<file path="src/rtl/quad_pwm_pkg.sv">
package quad_pwm_pkg;
  localparam int unsigned NCH = 4;
  localparam int unsigned CW  = 16;
  localparam int unsigned DW  = 32;
  localparam int unsigned AW  = 12;

  localparam int unsigned OFF_PRE    = 'h00;
  localparam int unsigned OFF_SEL    = 'h04;
  localparam int unsigned OFF_CTL    = 'h08;
  localparam int unsigned OFF_CH0    = 'h0C;
  localparam int unsigned CH_STRIDE  = 'h0C;
  localparam int unsigned OFS_CMP    = 4;
  localparam int unsigned OFS_CNT    = 8;

  localparam int unsigned CTL_EN  = 0;
  localparam int unsigned CTL_INV = 2;
  localparam int unsigned CTL_TOG = 3;

  function automatic int unsigned ctl_base(input int unsigned ch);
    return (ch == 0) ? 0 : 4 + 4 * ch;
  endfunction
endpackage

</file>
<file path="src/rtl/pwm_regs.sv">
module pwm_regs
  import quad_pwm_pkg::*;
#(
  parameter int unsigned N  = NCH,
  parameter int unsigned W  = CW,
  parameter int unsigned D  = DW,
  parameter int unsigned A  = AW
) (
  input  logic                clk,
  input  logic                rst_n,
  input  logic                bus_sel,
  input  logic                bus_wr,
  input  logic [A-1:0]        bus_addr,
  input  logic [D-1:0]        bus_wdata,
  output logic [D-1:0]        bus_rdata,
  input  logic [N-1:0][W-1:0] cnt_i,
  output logic [N-1:0][W-1:0] per_o,
  output logic [N-1:0][W-1:0] cmp_o,
  output logic [N-1:0]        run_o,
  output logic [N-1:0]        inv_o,
  output logic [D-1:0]        pre_o,
  output logic [D-1:0]        sel_o
);
  localparam logic [W-1:0] SAT = {W{1'b1}};

  logic [D-1:0]        pre_q, pre_d, sel_q, sel_d, ctl_q, ctl_d, rdata_q, rd_d;
  logic [N-1:0][W-1:0] per_q, per_d, cmp_q, cmp_d;
  logic                aligned, wr_hit, rd_req;
  logic [W-1:0]        wclamp;

  assign aligned = (bus_addr[1:0] == 2'b00);
  assign wr_hit  = bus_sel & bus_wr & aligned;
  assign rd_req  = bus_sel & ~bus_wr;
  assign wclamp  = (|bus_wdata[D-1:W]) ? SAT : bus_wdata[W-1:0];

  always_comb begin
    pre_d = pre_q;
    sel_d = sel_q;
    ctl_d = ctl_q;
    per_d = per_q;
    cmp_d = cmp_q;
    rd_d  = '0;
    if (wr_hit) begin
      if (bus_addr == A'(OFF_PRE)) pre_d = bus_wdata;
      if (bus_addr == A'(OFF_SEL)) sel_d = bus_wdata;
      if (bus_addr == A'(OFF_CTL)) ctl_d = bus_wdata;
      for (int c = 0; c < N; c++) begin
        if (bus_addr == A'(OFF_CH0 + CH_STRIDE * c))           per_d[c] = wclamp;
        if (bus_addr == A'(OFF_CH0 + CH_STRIDE * c + OFS_CMP)) cmp_d[c] = wclamp;
      end
    end
    if (aligned) begin
      if (bus_addr == A'(OFF_PRE)) rd_d = pre_q;
      if (bus_addr == A'(OFF_SEL)) rd_d = sel_q;
      if (bus_addr == A'(OFF_CTL)) rd_d = ctl_q;
      for (int c = 0; c < N; c++) begin
        if (bus_addr == A'(OFF_CH0 + CH_STRIDE * c))           rd_d = D'(per_q[c]);
        if (bus_addr == A'(OFF_CH0 + CH_STRIDE * c + OFS_CMP)) rd_d = D'(cmp_q[c]);
        if (bus_addr == A'(OFF_CH0 + CH_STRIDE * c + OFS_CNT)) rd_d = D'(cnt_i[c]);
      end
    end
  end

  always_ff @(posedge clk or negedge rst_n) begin
    if (!rst_n) begin
      pre_q   <= '0;
      sel_q   <= '0;
      ctl_q   <= '0;
      per_q   <= '0;
      cmp_q   <= '0;
      rdata_q <= '0;
    end else begin
      if (wr_hit) begin
        pre_q <= pre_d;
        sel_q <= sel_d;
        ctl_q <= ctl_d;
        per_q <= per_d;
        cmp_q <= cmp_d;
      end
      if (rd_req) rdata_q <= rd_d;
    end
  end

  for (genvar g = 0; g < N; g++) begin : g_field
    localparam int unsigned B = ctl_base(g);
    assign run_o[g] = ctl_q[B + CTL_EN] & ctl_q[B + CTL_TOG];
    assign inv_o[g] = ctl_q[B + CTL_INV];
  end

  assign per_o     = per_q;
  assign cmp_o     = cmp_q;
  assign pre_o     = pre_q;
  assign sel_o     = sel_q;
  assign bus_rdata = rdata_q;

  // an oversized period write to channel 0 lands as the saturation value
  assert_clamp_R8: assert property (@(posedge clk) disable iff (!rst_n)
    (bus_sel && bus_wr && bus_addr == A'(OFF_CH0) && (|bus_wdata[D-1:W]))
      |=> per_q[0] == SAT);

  // a misaligned read returns zero
  assert_misaligned_R10: assert property (@(posedge clk) disable iff (!rst_n)
    (bus_sel && !bus_wr && bus_addr[1:0] != 2'b00) |=> bus_rdata == '0);

  // a misaligned write leaves the control register untouched
  assert_nowrite_R10: assert property (@(posedge clk) disable iff (!rst_n)
    (bus_sel && bus_wr && bus_addr[1:0] != 2'b00) |=> $stable(ctl_q));
endmodule

</file>
<file path="src/rtl/pwm_chan.sv">
module pwm_chan #(
  parameter int unsigned W = 16
) (
  input  logic         clk,
  input  logic         rst_n,
  input  logic         tick_i,
  input  logic         run_i,
  input  logic         inv_i,
  input  logic [W-1:0] per_i,
  input  logic [W-1:0] cmp_i,
  output logic [W-1:0] cnt_o,
  output logic         pwm_o
);
  logic [W-1:0] cnt_q, cnt_d, shp_q, shp_d, shc_q, shc_d;
  logic         out_q, out_d, act, reload;

  assign reload = run_i & tick_i & (cnt_q == '0);

  always_comb begin
    cnt_d = cnt_q;
    shp_d = shp_q;
    shc_d = shc_q;
    if (!run_i) begin
      cnt_d = '0;
      shp_d = per_i;
      shc_d = cmp_i;
    end else if (tick_i) begin
      if (cnt_q == '0) begin
        cnt_d = per_i;
        shp_d = per_i;
        shc_d = cmp_i;
      end else begin
        cnt_d = cnt_q - 1'b1;
      end
    end
    if (shp_q == '0)         act = 1'b0;
    else if (shc_q >= shp_q) act = 1'b1;
    else                     act = ((shp_q - cnt_q) <= shc_q);
    out_d = (run_i & act) ^ inv_i;
  end

  always_ff @(posedge clk or negedge rst_n) begin
    if (!rst_n) begin
      cnt_q <= '0;
      shp_q <= '0;
      shc_q <= '0;
      out_q <= 1'b0;
    end else begin
      if (!run_i || tick_i) begin
        cnt_q <= cnt_d;
        shp_q <= shp_d;
        shc_q <= shc_d;
      end
      out_q <= out_d;
    end
  end

  assign cnt_o = cnt_q;
  assign pwm_o = out_q;

  // a stopped channel drives its invert bit on the next cycle
  assert_idle_R7: assert property (@(posedge clk) disable iff (!rst_n)
    !run_i |=> pwm_o == $past(inv_i));

  // zero period never produces an active level
  assert_zero_R6: assert property (@(posedge clk) disable iff (!rst_n)
    (run_i && shp_q == '0) |=> pwm_o == $past(inv_i));

  // compare at or above period always produces an active level
  assert_full_R5: assert property (@(posedge clk) disable iff (!rst_n)
    (run_i && shp_q != '0 && shc_q >= shp_q) |=> pwm_o == !$past(inv_i));

  // a tick on a non-zero count decrements by one
  assert_step_R9: assert property (@(posedge clk) disable iff (!rst_n)
    (run_i && tick_i && cnt_q != '0) |=> cnt_o == $past(cnt_q) - 1'b1);

  // the count never exceeds the period in use
  assert_bound_R4: assert property (@(posedge clk) disable iff (!rst_n)
    cnt_q <= shp_q);

  // the shadow period changes only on a reload while running
  assert_shadow_R11: assert property (@(posedge clk) disable iff (!rst_n)
    (run_i && !reload) |=> $stable(shp_q) && $stable(shc_q));
endmodule

</file>
<file path="src/rtl/quad_pwm_ctrl.sv">
module quad_pwm_ctrl
  import quad_pwm_pkg::*;
#(
  parameter int unsigned N = NCH,
  parameter int unsigned W = CW,
  parameter int unsigned D = DW,
  parameter int unsigned A = AW
) (
  input  logic         clk,
  input  logic         rst_n,
  input  logic [N-1:0] tick_i,
  input  logic         bus_sel,
  input  logic         bus_wr,
  input  logic [A-1:0] bus_addr,
  input  logic [D-1:0] bus_wdata,
  output logic [D-1:0] bus_rdata,
  output logic [D-1:0] prescale_o,
  output logic [D-1:0] clksel_o,
  output logic [N-1:0] pwm_o
);
  logic [1:0]          rst_sync_q;
  logic                rst_int_n;
  logic [N-1:0][W-1:0] per_w, cmp_w, cnt_w;
  logic [N-1:0]        run_w, inv_w;

  always_ff @(posedge clk or negedge rst_n) begin
    if (!rst_n) rst_sync_q <= 2'b00;
    else        rst_sync_q <= {rst_sync_q[0], 1'b1};
  end
  assign rst_int_n = rst_sync_q[1];

  pwm_regs #(.N(N), .W(W), .D(D), .A(A)) regs_i (
    .clk       (clk),
    .rst_n     (rst_int_n),
    .bus_sel   (bus_sel),
    .bus_wr    (bus_wr),
    .bus_addr  (bus_addr),
    .bus_wdata (bus_wdata),
    .bus_rdata (bus_rdata),
    .cnt_i     (cnt_w),
    .per_o     (per_w),
    .cmp_o     (cmp_w),
    .run_o     (run_w),
    .inv_o     (inv_w),
    .pre_o     (prescale_o),
    .sel_o     (clksel_o)
  );

  for (genvar g = 0; g < N; g++) begin : g_chan
    pwm_chan #(.W(W)) chan_i (
      .clk    (clk),
      .rst_n  (rst_int_n),
      .tick_i (tick_i[g]),
      .run_i  (run_w[g]),
      .inv_i  (inv_w[g]),
      .per_i  (per_w[g]),
      .cmp_i  (cmp_w[g]),
      .cnt_o  (cnt_w[g]),
      .pwm_o  (pwm_o[g])
    );
  end
endmodule

</file>
<file path="config.mk">
export PLATFORM = sky130hd
export DESIGN_NAME = quad_pwm_ctrl
export DESIGN_NICKNAME = d
export VERILOG_FILES = /design/src/rtl/quad_pwm_pkg.sv /design/src/rtl/pwm_regs.sv /design/src/rtl/pwm_chan.sv /design/src/rtl/quad_pwm_ctrl.sv
export SDC_FILE = /design/constraint.sdc
export NUM_CORES = 1
export LEC_CHECK = 0
export BUFFER_PORTS_ARGS = -buffer_cell sky130_fd_sc_hd__buf_2
export CORE_AREA = 2 2 337 339
export DETAILED_ROUTE_END_ITERATION = 12
export DIE_AREA = 0 0 339 341
export SYNTH_ARGS = -nofsm -noshare
export SYNTH_HDL_FRONTEND = slang
export SYNTH_SLANG_ARGS = --single-unit
export TNS_END_PERCENT = 50
</file>
<file path="constraint.sdc">
create_clock -name clk -period 19.7 [get_ports clk]
set_clock_uncertainty 0.05 [all_clocks]
set_input_delay 0.985 -clock clk [delete_from_list [all_inputs] [get_ports clk]]
set_output_delay 0.985 -clock clk [all_outputs]
set_load 0.05 [all_outputs]
</file>
## Yosys cells after proc, flatten, opt, wreduce, memory -nomap -nowiden

Cells that the tools add are included.
Widths: inputs -> output; s select.

- Register bits: 454
- Input port bits: 52
- Output and inout bits: 100
- Logic and storage cells: 182

- $add $sub $neg: 8
- Magnitude comparators: 8
- Eq/ne operators: 22
- Muxes and demuxes: 61
- Bitwise operators: 16
- Reduce and logical (&&, ||, !) cells: 38

Operators by type and width:

| kind | count |
|---|---|
| $mux 16 | 37 |
| $mux 32 | 16 |
| $logic_not 16->1 | 8 |
| $eq 12x6->1 const B | 7 |
| $ge 16x16->1 | 4 |
| $le 16x16->1 | 4 |
| $sub 16x1->16 const B | 4 |
| $sub 16x16->16 | 4 |
| $eq 12x5->1 const B | 4 |
| $reduce_and 2->1 | 15 |
| $eq 12x4->1 const B | 2 |
| $ne 2x2->1 const B | 8 |
| $reduce_or 16->1 | 1 |
| $eq 12x3->1 const B | 1 |
| $logic_not 12->1 | 1 |
| $reduce_and 3->1 | 4 |
| $and 1x1->1 | 11 |
| $mux 1 | 8 |
| $logic_not 1->1 | 4 |
| $logic_or 1x1->1 | 4 |
| $xor 1x1->1 | 4 |
| $logic_not 2->1 | 1 |
| $not 1->1 | 1 |

## Logic depth before layout (Yosys ltp)

- Word-level depth: 17
- Gate-level depth with buffers: 16
- Depth with buffers taken out: 16

## Modules after synthesis

From an unflattened synthesis, not the netlist that was laid out.

- Cells, all modules: 2879
- Area, all modules: 27958.1 um2

Modules (own cells, without submodules):

| module | instances | cells each | area each (um2) | seq. area each (um2) |
|---|---|---|---|---|
| pwm_regs | 1 | 1189 | 12375.6 | 6406.1 |
| pwm_chan at g_chan[1].chan_i ... | 2 | 421 | 3870.0 | 1226.2 |
| pwm_chan at g_chan[3].chan_i | 1 | 422 | 3938.8 | 1226.2 |
| pwm_chan at g_chan[0].chan_i | 1 | 423 | 3849.9 | 1226.2 |
| quad_pwm_ctrl | 1 | 3 | 53.8 | 50.0 |

## Worst setup path after synthesis

OpenSTA, ideal clock, no wires.

- Path type: flip-flop to flip-flop
- Start: register g_chan[0].chan_i.cnt_q[4]
- End: register g_chan[0].chan_i.out_q
- Library setup time: 0.131 ns
- Arrival time: 3.426 ns
- Data required time: 19.519 ns
- Slack: 16.093 ns
- Cell stages (with the launch flop): 16
- Path buffers: 0
- Clock period less this slack: 3.607 ns
- Cells stage by stage: dfrtp_1 inv_1 ha_1 o21a_1 o2111ai_1 o21bai_1 a311oi_1 nor2_1 a311o_1 ha_1 and3_1 nand4_1 nor3_1 a2111oi_0 a211o_1 nand4_1

- Cells in the longest elaborated chain, start to end: 6

RTL lines:

| what | RTL line | text |
|---|---|---|
| start: declaration | pwm_chan.sv:14 | `logic [W-1:0] cnt_q, cnt_d, shp_q, shp_d, shc_q, shc_d;` |
| start signal: assignment | pwm_chan.sv:50 | `cnt_q <= cnt_d;` |
| $sub 16x16->16 | pwm_chan.sv:38 | `else act = ((shp_q - cnt_q) <= shc_q);` |
| $le 16x16->1 | pwm_chan.sv:38 |  |
| $mux 1 | pwm_chan.sv:37 | `else if (shc_q >= shp_q) act = 1'b1;` |
| $mux 1 | pwm_chan.sv:36 | `if (shp_q == '0) act = 1'b0;` |
| $and 1x1->1 | pwm_chan.sv:39 | `out_d = (run_i & act) ^ inv_i;` |
| $xor 1x1->1 | pwm_chan.sv:39 |  |
| via g_chan[0].chan_i.out_d | pwm_chan.sv:15 | `logic out_q, out_d, act, reload;` |
| end signal: assignment | pwm_chan.sv:54 | `out_q <= out_d;` |
| end: declaration | pwm_chan.sv:15 |  |

The timed path passes the listed nets, and every way through them passes these cells.
A chain may end at the register's enable or synchronous reset.

## Worst setup path in the final report

- Start: register g_chan[0].chan_i.cnt_q[1]
- End: register g_chan[0].chan_i.out_q

The elaborated chain is that of the path after synthesis.

==> flow_metrics.py <==
metrics = {
    "setup_path": {
        "cp.arrival_ns": 4.71,
        "cpPeakStageDelay_ns": 0.64,
        "slowest_stage": "a2111oi_0",
        "crit_chain": "inv_1, ha_1, nand2b_1, a21oi_1, o21bai_1, a311oi_1, nor2_1, a311o_1, ha_1, and3_1, nand4_1, nor3_1, a2111oi_0, a211o_1, nand4_1",
        "crit_path_max_fanout": 6,
        "worstRegToRegCells": 15,
        "cp-start-kind": "register",
        "cp_top_family": "compound AO/OA/AOI/OAI gates",
        "crit_required_ns": 20.12,
        "cp.depth": 15,
        "crit_path_end_kind": "register",
        "critical_path_class": "register to register",
        "critical_path_buf_inv_count": 1,
    },
    "clocking": {
        "root_buffer": "clkbuf_16",
        "cts.sinks": 454,
        "ctsHtreeMaxLevel": 2,
        "cts_resized": 0,
        "cts_buffer_depth": 3,
        "numCtsBuffers": 47,
        "post_cts.repair.setup_buffers": 0,
        "clock_latency_ns": 0.61,
        "clk_pin_slew_worst_paths_ns": 0.06,
        "hold_buffers": 0,
        "cts_tree": "yes",
    },
    "yosys": {
        "syn-cell-area_um2": 27800,
        "synth_ff_type": "dfrtp_1",
        "synth-edff-count": 0,
        "async_flop_share_pct": 100,
        "ys_ff_latch": 454,
        "synth_area_per_cell_um2": 9.72,
        "yosys_warnings": 0,
        "syn_nets": 3116,
        "seq_area_frac_synth_pct": 40.8,
        "synthCells": 2864,
        "yosysUniqueCellTypes": 93,
    },
    "floorplan": {
        "core_area_um2": 112000,
        "io_pins": 152,
        "row_count": 123,
        "die_width_um": 339,
        "dieArea_um2": 116000,
        "die_h_um": 341,
        "start_util_pct": 24.9,
    },
    "cells_and_area": {
        "syn_to_final_growth_pct": 13.4,
        "nets": 3207,
        "nFillCells": 11700,
        "drive_gt1_share_pct": 15.0,
    },
    "timing": {
        "tightest_slew_ns": 1.29,
        "hold_viol": 0,
        "setup_tns_ns": 0,
        "finalCritPeriodShare_pct": 21.8,
        "min_period_ns": 4.29,
        "fmax_mhz": 233,
        "setup_viol": 0,
        "hold_ws_ns": 0.112,
        "relSlewSlack_pct": 13.6,
        "grt_setup_unrepaired": "no",
        "slew_violations": 0,
    },
    "grt": {
        "grt_pass1_wl_mm": 141,
        "antenna_found_initial": 5,
        "gr-total-overflow": 0,
        "grt_usage_pct": 15.6,
        "grt_max_degree": 168,
        "grt_pass1_vias": 22200,
    },
    "power_and_ir_drop": {
        "ir_drop_uv": 67.2,
        "leakage_nw": 14.4,
        "power_density_nw_per_um2": 61.6,
    },
    "detailed_routing": {
        "antenna_left": 0,
        "num_vias": 23300,
        "wire_per_inst_um": 20.8,
        "dr.pass1.iters": 7,
        "viasPerCell": 5.19,
        "route.detailed.drc": 0,
        "wirelength_mm": 93.2,
        "dr.first_iter.drc_count": 2324,
    },
    "place": {
        "port_buffers": 151,
        "hpwlAfterDp_mm": 69.7,
        "place_congestion": 0.947,
    },
    "status": {
        "outcome": "completed",
    },
    "job": {
        "drv_cap": 0,
    },
    "worst_hold_path": {
        "hp-class": "input port to asynchronous set/reset pin",
    },
}
[stage by stage]
step | instance area (um2) | utilization, % | setup WS [ns] | cells | power (mW)
2_1_floorplan | 27800 | - | 6.06 | 2864 | 1.01
3_5_place_dp | 30000 | 26.8 | 14.90 | 4406 | 1.04
6_report | 31600 | 28.2 | 15.41 | 4489 | 1.94
5_1_grt | 31600 | 28.2 | 15.10 | 4489 | 2.00
3_3_place_gp | 30000 | 26.8 | 15.07 | 4406 | 1.03
4_1_cts | 31600 | 28.2 | 15.43 | 4488 | 1.96
[layout by cell type, fill, tap and decap left out, drive strengths merged, types with 8 or more instances in the layout]
cell,Yosys,final
a211oi,42,42
a21o,28,28
a21oi,264,264
a221o,17,17
a221oi,22,22
a222oi,15,15
a22oi,16,16
a31oi,19,19
a32o,8,8
and2,13,13
and3,15,15
buf,81,182
clkbuf,59,62
clkinv,0,12
dfrtp,454,454
ha,196,196
inv,210,211
mux2,247,247
mux2i,26,26
nand2,168,168
nand2b,22,22
nand3,61,61
nand4,36,36
nor2,238,238
nor2b,24,24
nor3,62,62
nor3b,8,8
nor4,47,47
o2111ai,11,11
o211ai,13,13
o21a,25,25
o21ai,183,183
o22ai,44,44
o2bb2ai,9,9
o31ai,11,11
or3,12,12
or4,11,11
xnor2,29,29
xor2,17,17
[flip-flops by register name, indices dropped and copies added (netlist names)]
name,count
g_chan.chan_i.pwm_o,4
regs_i.per_o,64
g_chan.chan_i.shc_q,64
regs_i.sel_o,32
regs_i.bus_rdata,32
regs_i.ctl_q,32
g_chan.chan_i.cnt_o,64
regs_i.cmp_o,64
rst_sync_q,2
g_chan.chan_i.shp_q,64
regs_i.pre_o,32
[cell usage after synthesis, types with 19 or more instances]
| library cell | number | area (um2) |
|---|---|---|
| ha_1 | 196 | 2450 |
| a21oi_1 | 262 | 1310 |
| nand2b_1 | 22 | 138 |
| nand4_1 | 36 | 225 |
| a221oi_1 | 22 | 193 |
| mux2_2 | 113 | 1270 |
| a31oi_1 | 19 | 119 |
| a21o_1 | 28 | 210 |
| mux2_1 | 104 | 1170 |
| a211oi_1 | 42 | 315 |
| nand3_1 | 59 | 295 |
| dfrtp_1 | 454 | 11400 |
| o21ai_1 | 21 | 105 |
| inv_1 | 210 | 788 |
| nor2b_1 | 24 | 150 |
| mux2i_1 | 26 | 260 |
| o21ai_0 | 162 | 811 |
| nor4_1 | 40 | 250 |
| nor3_1 | 53 | 265 |
| clkbuf_1 | 59 | 221 |
| mux2_4 | 30 | 450 |
| nor2_1 | 232 | 871 |
| xnor2_1 | 29 | 254 |
| buf_2 | 58 | 290 |
| o21a_1 | 25 | 188 |
| o22ai_1 | 44 | 275 |
| nand2_1 | 165 | 619 |
[final cells by class]
class	count	area [um2]	share of cell area, %
Antenna cell	1	2.50	0.00793
Clock buffer	62	1250	3.97
Clock inverter	20	290	0.920
Inverter	210	788	2.50
Multi-Input combinational cell	2060	15000	47.4
Sequential cell	454	11400	36.0
Tap cell	1500	1880	5.95
Timing Repair Buffer	182	1010	3.21
[worst register-to-register path, cell delays in order, from the launching register on]
cell and delay (ns):
dfrtp_1 0.49, inv_1 0.13, ha_1 0.31, nand2b_1 0.08, a21oi_1 0.38, o21bai_1 0.17
a311oi_1 0.59, nor2_1 0.10, a311o_1 0.30, ha_1 0.29, and3_1 0.18, nand4_1 0.12
nor3_1 0.07, a2111oi_0 0.64, a211o_1 0.22, nand4_1 0.07
[power by group]
group | total (mW) | internal, mW | switching [mW]
Sequential | 0.937 | 0.933 | 0.00362
Combinational | 0.0816 | 0.0218 | 0.0599
Clock | 0.925 | 0.528 | 0.397
[per-layer routing]
metal	share of wire (%)	vias up	GRT usage [%]
met5	0.025	-	0
met4	3.9	4	5.70
met3	7.1	158	2.35
met2	44	963	24.3
met1	45	11500	21.8
li1	-	10700	-
[cell families (layout without fill, tap and decap cells)]
| group | Yosys count | in the layout | synth area share, % |
|---|---|---|---|
| AOI/OAI and AO/OA | 795 | 795 | 18.1 |
| xor gates and xnor gates | 46 | 46 | 1.45 |
| adders and majority gates | 200 | 200 | 9.10 |
| buffers and inverters | 350 | 474 | 5.45 |
| DFF | 454 | 454 | 40.8 |
| muxes | 277 | 277 | 11.7 |
| other | 1 | 2 | 0.0135 |
| and+or+nand+nor | 741 | 741 | 13.4 |
[final timing paths]
check,from,end,slack (ns)
min in group clk,rst_sync_q[0]$_DFF_PN0_,rst_sync_q[1]$_DFF_PN0_,0.31
max in group asynchronous,rst_sync_q[1]$_DFF_PN0_,regs_i.sel_o[29]$_DFFE_PN0P_,16.94
worst max-delay path,g_chan[0].chan_i.cnt_o[1]$_DFFE_PN0P_,g_chan[0].chan_i.pwm_o$_DFF_PN0_,15.41
worst min-delay path,rst_n,rst_sync_q[1]$_DFF_PN0_,0.11
worst min register to register,rst_sync_q[0]$_DFF_PN0_,rst_sync_q[1]$_DFF_PN0_,0.31
worst max register to register,g_chan[0].chan_i.cnt_o[1]$_DFFE_PN0P_,g_chan[0].chan_i.pwm_o$_DFF_PN0_,15.41
Note: power is estimated with default switching activity, not from simulation.
